### config.mk
export PLATFORM = sky130hd
export DESIGN_NAME = brl_unit
export DESIGN_NICKNAME = d
export VERILOG_FILES = /design/src/rtl/brl_pkg.sv /design/src/rtl/brl_decode.sv /design/src/rtl/brl_cond.sv /design/src/rtl/brl_unit.sv
export SDC_FILE = /design/constraint.sdc
export NUM_CORES = 1
export LEC_CHECK = 0
export BUFFER_PORTS_ARGS = -buffer_cell sky130_fd_sc_hd__buf_2
export CORE_ASPECT_RATIO = 1.4
export CORE_UTILIZATION = 44
export CTS_BUF_LIST = sky130_fd_sc_hd__clkbuf_8
export DETAILED_ROUTE_END_ITERATION = 8
export MAX_ROUTING_LAYER = met4
export PLACE_DENSITY_LB_ADDON = 0.15
export SLEW_MARGIN = 20
export SYNTH_ARGS = -nofsm -noshare
export SYNTH_HDL_FRONTEND = slang
export SYNTH_SLANG_ARGS = --single-unit
### constraint.sdc
create_clock -name clk -period 2.69 [get_ports clk]
set_input_delay 0.538 -clock clk [delete_from_list [all_inputs] [get_ports clk]]
set_output_delay 0.538 -clock clk [all_outputs]
set_load 0.01 [all_outputs]
### src/rtl/brl_pkg.sv
package brl_pkg;
    localparam int ILEN    = 32;
    localparam int OPC_W   = 5;
    localparam int IDX_W   = 5;
    localparam int CC_W    = 3;
    localparam int OPC_LSB = ILEN - OPC_W;
    localparam int RA_LSB  = OPC_LSB - IDX_W;

    localparam logic [OPC_W-1:0] OPC_BR  = 5'd8;
    localparam logic [OPC_W-1:0] OPC_BRL = 5'd9;

    typedef enum logic [CC_W-1:0] {
        CC_NEVER   = 3'd0,
        CC_ALWAYS  = 3'd1,
        CC_ZERO    = 3'd2,
        CC_NONZERO = 3'd3,
        CC_NONNEG  = 3'd4,
        CC_NEG     = 3'd5,
        CC_RSV6    = 3'd6,
        CC_RSV7    = 3'd7
    } cc_e;
endpackage

### src/rtl/brl_decode.sv
module brl_decode
    import brl_pkg::*;
(
    input  logic [ILEN-1:0]  instr,
    output logic             is_br,
    output logic             is_brl,
    output logic [IDX_W-1:0] ra_idx,
    output cc_e              cc
);
    logic [OPC_W-1:0] opc;
    logic             unused_bits;

    always_comb begin
        opc    = instr[OPC_LSB +: OPC_W];
        ra_idx = instr[RA_LSB +: IDX_W];
        cc     = cc_e'(instr[CC_W-1:0]);
        is_br  = (opc == OPC_BR);
        is_brl = (opc == OPC_BRL);
    end

    assign unused_bits = ^instr[RA_LSB-1:CC_W];
endmodule

### src/rtl/brl_cond.sv
module brl_cond
    import brl_pkg::*;
#(
    parameter int XLEN = 32
) (
    input  cc_e             cc,
    input  logic [XLEN-1:0] rc_val,
    output logic            holds
);
    logic is_zero;
    logic sign;

    always_comb begin
        is_zero = (rc_val == '0);
        sign    = rc_val[XLEN-1];
        unique case (cc)
            CC_ALWAYS:  holds = 1'b1;
            CC_ZERO:    holds = is_zero;
            CC_NONZERO: holds = !is_zero;
            CC_NONNEG:  holds = !sign;
            CC_NEG:     holds = sign;
            default:    holds = 1'b0;
        endcase
    end
endmodule

### src/rtl/brl_unit.sv
module brl_unit
    import brl_pkg::*;
#(
    parameter int              XLEN     = 32,
    parameter logic [XLEN-1:0] RESET_PC = '0
) (
    input  logic             clk,
    input  logic             rst_n,
    input  logic             step_i,
    input  logic [ILEN-1:0]  instr_i,
    input  logic [XLEN-1:0]  rb_val_i,
    input  logic [XLEN-1:0]  rc_val_i,
    input  logic [XLEN-1:0]  pc_i,
    output logic [XLEN-1:0]  pc_o,
    output logic             take_o,
    output logic             link_we_o,
    output logic [IDX_W-1:0] link_idx_o,
    output logic [XLEN-1:0]  link_data_o
);
    typedef struct packed {
        logic [XLEN-1:0]  pc;
        logic             take;
        logic             link_we;
        logic [IDX_W-1:0] link_idx;
        logic [XLEN-1:0]  link_data;
    } state_t;

    state_t state_d;
    state_t state_q;

    logic             is_br;
    logic             is_brl;
    logic [IDX_W-1:0] ra_idx;
    cc_e              cc;
    logic             cond_holds;

    brl_decode i_decode (
        .instr  (instr_i),
        .is_br  (is_br),
        .is_brl (is_brl),
        .ra_idx (ra_idx),
        .cc     (cc)
    );

    brl_cond #(.XLEN(XLEN)) i_cond (
        .cc     (cc),
        .rc_val (rc_val_i),
        .holds  (cond_holds)
    );

    always_comb begin
        state_d           = state_q;
        state_d.take      = 1'b0;
        state_d.link_we   = 1'b0;
        if (step_i) begin
            // every right-hand value is taken from this cycle's inputs
            state_d.take      = (is_br || is_brl) && cond_holds;
            state_d.pc        = state_d.take ? rb_val_i : pc_i;
            state_d.link_we   = is_brl;
            state_d.link_idx  = ra_idx;
            state_d.link_data = pc_i;
        end
    end

    always_ff @(posedge clk) begin
        if (!rst_n) begin
            state_q.pc        <= RESET_PC;
            state_q.take      <= 1'b0;
            state_q.link_we   <= 1'b0;
            state_q.link_idx  <= '0;
            state_q.link_data <= '0;
        end else begin
            state_q <= state_d;
        end
    end

    assign pc_o        = state_q.pc;
    assign take_o      = state_q.take;
    assign link_we_o   = state_q.link_we;
    assign link_idx_o  = state_q.link_idx;
    assign link_data_o = state_q.link_data;
endmodule

Word level (Yosys, flattened, before mapping)
Index checks and enable logic that the tools add are counted.
{ "word_totals": {"register_bits": 71, "inputBits": 131, "output_inout_bits": 71, "word_cells": 20} }
{ "classes": {"eq_ne": 7, "mux": 2, "reduce_logical": 6} }
{ "ops": {"columns": ["op", "n"], "rows": [
  ["32-bit zero test", 1],
  ["32-bit two-way mux", 1],
  ["5-bit by 4-bit equality test with 1-bit output (second input constant)", 2],
  ["3-bit by 2-bit equality test with 1-bit output (second input constant)", 2],
  ["3-bit equality test (second input constant)", 2],
  ["1-bit case mux with 5 select lines", 1],
  ["3-bit by 1-bit equality test with 1-bit output (second input constant)", 1],
  ["1-bit zero test", 2],
  ["2-bit AND reduction", 1],
  ["1-bit logical AND", 1],
  ["1-bit logical OR", 1]
]} }

Depth between registers and ports, before layout
{ "depth": {"ltp_word": 5, "depth_mapped": 7, "depth_no_buf": 5} }

Cells and area by module
From an unflattened synthesis, not the netlist that was laid out.
{ "unflattened": {"cells_unflattened": 329, "hier_area_um2": 3050.4} }
{ "modules_own_cells": {"columns": ["mod", "n_inst", "cells_each", "area_each_um2", "seq_area_each_um2"], "rows": [
  ["brl_unit", 1, 301, 2834.0, 1421.4],
  ["brl_cond", 1, 17, 112.6, 0.0],
  ["brl_decode", 1, 11, 103.8, 0.0]
]} }

Least setup slack after synthesis
No wires, ideal clock.
{ "synth_path": {"kind": "input -> register", "startpoint": "input instr_i[28]", "endpoint": "register state_q (netlist bit pc_o[10])", "setup_time_ns": 0.136, "arrival_ns": 1.910, "required_ns": 2.554, "slack_ns": 0.644, "cell_stages": 6, "path_buffers": 1, "path_cell_list": "or4b_4 > nor4b_4 > nand3_1 > clkbuf_1 > nand4_1 > a31oi_1"} }
{ "synth_between": {"elab_chain_cells": 4, "word_cells_on_any_way": 5, "classes_between": "eq/ne (2); mux (1); reduce/logical (2)"} }
{ "synth_rtl": {"columns": ["item", "line", "rtl"], "rows": [
  ["start: declaration", "brl_unit.sv:10", "input logic [ILEN-1:0] instr_i,"],
  ["5-bit by 4-bit equality test with 1-bit output (on tied branches)", "brl_decode.sv:17, brl_decode.sv:18", null],
  ["1-bit logical OR (*)", "brl_unit.sv:57", "state_d.take = (is_br || is_brl) && cond_holds;"],
  ["1-bit logical AND (*)", "brl_unit.sv:57", null],
  ["32-bit two-way mux (*)", "brl_unit.sv:58", "state_d.pc = state_d.take ? rb_val_i : pc_i;"],
  ["end signal: assignment", "brl_unit.sv:73", "state_q <= state_d;"],
  ["end: declaration", "brl_unit.sv:29", "state_t state_q;"]
]} }
Mark *: on every way between the ends. The rest lies on a longest branch, timed or not.
A chain may end at the register's enable or synchronous reset.

Worst setup path after layout
{ "layout_path": {"startpoint": "input instr_i[28]", "endpoint": "register state_q (netlist bit pc_o[3])"} }
Same word-level chain as after synthesis.

==> results.md <==
* Number of CTS-inserted buffers at 9
* Finished Layout Cells at ~600
* Status: completed
* Core Area at approximately 0.0070 mm2
* Yosys warnings at 0
* FF-to-FF path depth at 2
* Peak VDD IR at 463 uV
* Hold crit path type: in -> reg
* Die height at 103 um
* Port bufs at about 180
* CP endpoint kind: flop
* Crit path time final at 1.92 ns
* CP arrival at approximately 2.2 ns
* RSZ-0062 raised after global routing: no
* DP HPWL at roughly 6400 um
* CTS resizes at 0
* CTS Sinks at 71
* Max-slew headroom at between 60 and 70%
* WL/cell at 15.1 um
* CTS Hold Bufs at 0
* Post-layout total power at 2550 uW
* Gr usage total at 25.4%
* Crit Path Category: in -> reg
* Final setup violation count at 0
* Post-route ant nets at 0
* PD cells at 574 mW/mm2
* Fin crit share at a little under three quarters
* Worst setup startpoint: instr_i[28]
* CTS Root Cell: clkbuf_8
* CTS tree: done
* Cell area after synthesis at about 0.0032 mm2
* Vias in the first global route at 3177
* FF-to-FF Start: pc_o[3]
* Placed insts at ~600
* Max Cap Viol at 0
* Net count after synthesis at between 400 and 500
* Vias/cell at approximately 5.4
* GR Overflow Total at 0
* Die X at 74.2 um
* Post-CTS Setup Inserts at 0
* Max clock buf depth at 2
* Router iterations before antenna repair at 4
* DIE AREA at about 0.0076 mm2
* Global placer's final weighted congestion at ~0.76
* Clock skew at 0 ns
* Share of post-route cells with drive strength above 1 at between 40% and 50%
* I/O pins at just over 200
* Final worst slack at just under 0.8 ns
* Reg2Reg Setup Slack at ~2.0 ns
* Final nets at between 600 and 700
* Worst Path Required at between 2 and 3 ns
* Largest net degree at the start of global routing at 52
* Syn Inst Count at 339
* Ant diodes at 0
* Hold Startpoint: instr_i[27]
* Pre-CTS worst setup slack at approximately 0.43 ns
* Count of unique library cells instantiated by Yosys at 26
* DRT iter0 DRCs at between 100 and 150
* Drt drc at 0
* Pins over their slew limit at 0
* Reg-to-Reg End: pc_o[3]
* Area Overhead vs Synth at 38.7%
* Initial Util at between 40% and 50%
* P_leak at 0.00223 uW
* Site Rows at 36
* Worst skew pair latency at around 0.34 ns
* Crit Path Max Fanout at 32
* Initial antenna violation count at 0
* Final Hold Vio Count at 0
* H-Tree Depth at 3
* #FFs+latches synth at between 70 and 80
* Worst hold stages at 3
* Worst Tran Pin Value at about 0.53 ns
* TNS Setup at 0 ns
* Via Count at about 3300
* Total wire length at approximately 9200 um
* Worst-path clk slew at approximately 0.080 ns
* Hold endpoint: link_we_o
* Fmax at approximately 520 MHz
* Synth Area per Inst at ~9.5 um2
* Global-route wire length before repair at 14300 um
* Crit start category: input port
* Sequential share of the synthesized area at approximately 44%
## area by class of cell
type	count	area (um2)
multi-input cells	230	1610
clock buffers	10	138
well taps	95	119
repair buffers	196	1060
clock inverters	6	108
fillers	650	2580
flip-flops and latches	71	1420
## cells in the mapped netlist
master    number  area [um2]
a31oi_1       33         206
and2_1         1        6.26
and3_1         1        6.26
and4_1         2        17.5
buf_1          3        11.3
buf_2          7        35.0
buf_4          1        7.51
buf_6          3        33.8
clkbuf_1      24        90.1
dfxtp_1       71        1420
mux2i_1       37         370
nand2_1        2        7.51
nand2b_1       1        6.26
nand3_1        2        10.0
nand4_1       34         213
nor2_1         2        7.51
nor2b_1       37         231
nor3b_2        1        12.5
nor4_1         8        50.1
nor4b_4        1        23.8
o211a_1        1        10.0
o211ai_1       1        7.51
o21ai_0       32         160
o31ai_1       32         240
or4b_4         1        13.8
xnor2_1        1        8.76
## how the worst max path moves through the flow
stage / endpoint / slack [ns] / depth (start not counted)
floorplan: pc_o[10] / 0.64 / 6
global placement: pc_o[2] / 0.48 / 7
detailed placement: pc_o[18] / 0.43 / 7
CTS: pc_o[3] / 0.79 / 7
global route: pc_o[14] / 0.69 / 7
finish: pc_o[3] / 0.77 / 7
## cell families (layout without fill, tap and decap cells)
kind of cell / Yosys count / count (layout) / synth area share (%)
compound gates: 99 / 99 / 19.5
mux: 37 / 37 / 11.5
simple gates: 93 / 93 / 18.9
flops: 71 / 71 / 44.3
xor+xnor: 1 / 1 / 0.273
buf+inv: 38 / 212 / 5.54
## per-stage QoR
stage | hold slack, ns | cell area (um2) | util [%]
after floorplan | 0.538 | 3210 | -
after global routing | 0.418 | 4450 | 63.3
after CTS | 0.407 | 4450 | 63.3
final | 0.423 | 4450 | 63.3
after detailed placement | 0.500 | 4210 | 59.8
after global placement | 0.490 | 4210 | 59.8
## worst max-delay path, cell delays in order
cell and delay [ns]:
buf_2 0.10, or4b_4 0.57, nor4b_4 0.24, and3_1 0.23
buf_12 0.21, o31ai_1 0.10, a31oi_1 0.19
## state kept, by name, indices dropped and copies added, names as in the netlist
signal and flops:
link_idx_o 5, pc_o 32, link_data_o 32, link_we_o 1, take_o 1
## power breakdown
group	internal, uW	leakage (uW)	total [uW]	switching (uW)
Sequential	1120	0.000588	1150	29.6
Clock	638	0.000122	1040	403
Combinational	183	0.00152	364	181
## layout by cell type (no fill, tap or decap), types with 3 or more instances in the layout
cell       netlist  layout
a31oi_1         33      33
buf_12           0       3
buf_2            7     181
buf_4            1      12
bufinv_16        0       3
clkbuf_8         0      10
dfxtp_1         71      71
mux2i_1         37      37
nand4_1         34      34
nor2b_1         37      37
nor4_1           8       8
o21ai_0         32      32
o31ai_1         32      32
## per-layer routing
| metal | share of wire [%] | vias up | GRT usage, % |
|---|---|---|---|
| li1 | - | 1634 | - |
| met1 | 41 | 1462 | 27.8 |
| met2 | 49 | 172 | 42.3 |
| met3 | 8.1 | 18 | 6.74 |
| met4 | 2.2 | 0 | 11.8 |
| met5 | 0 | - | - |
(Power assumes the default switching activity.)
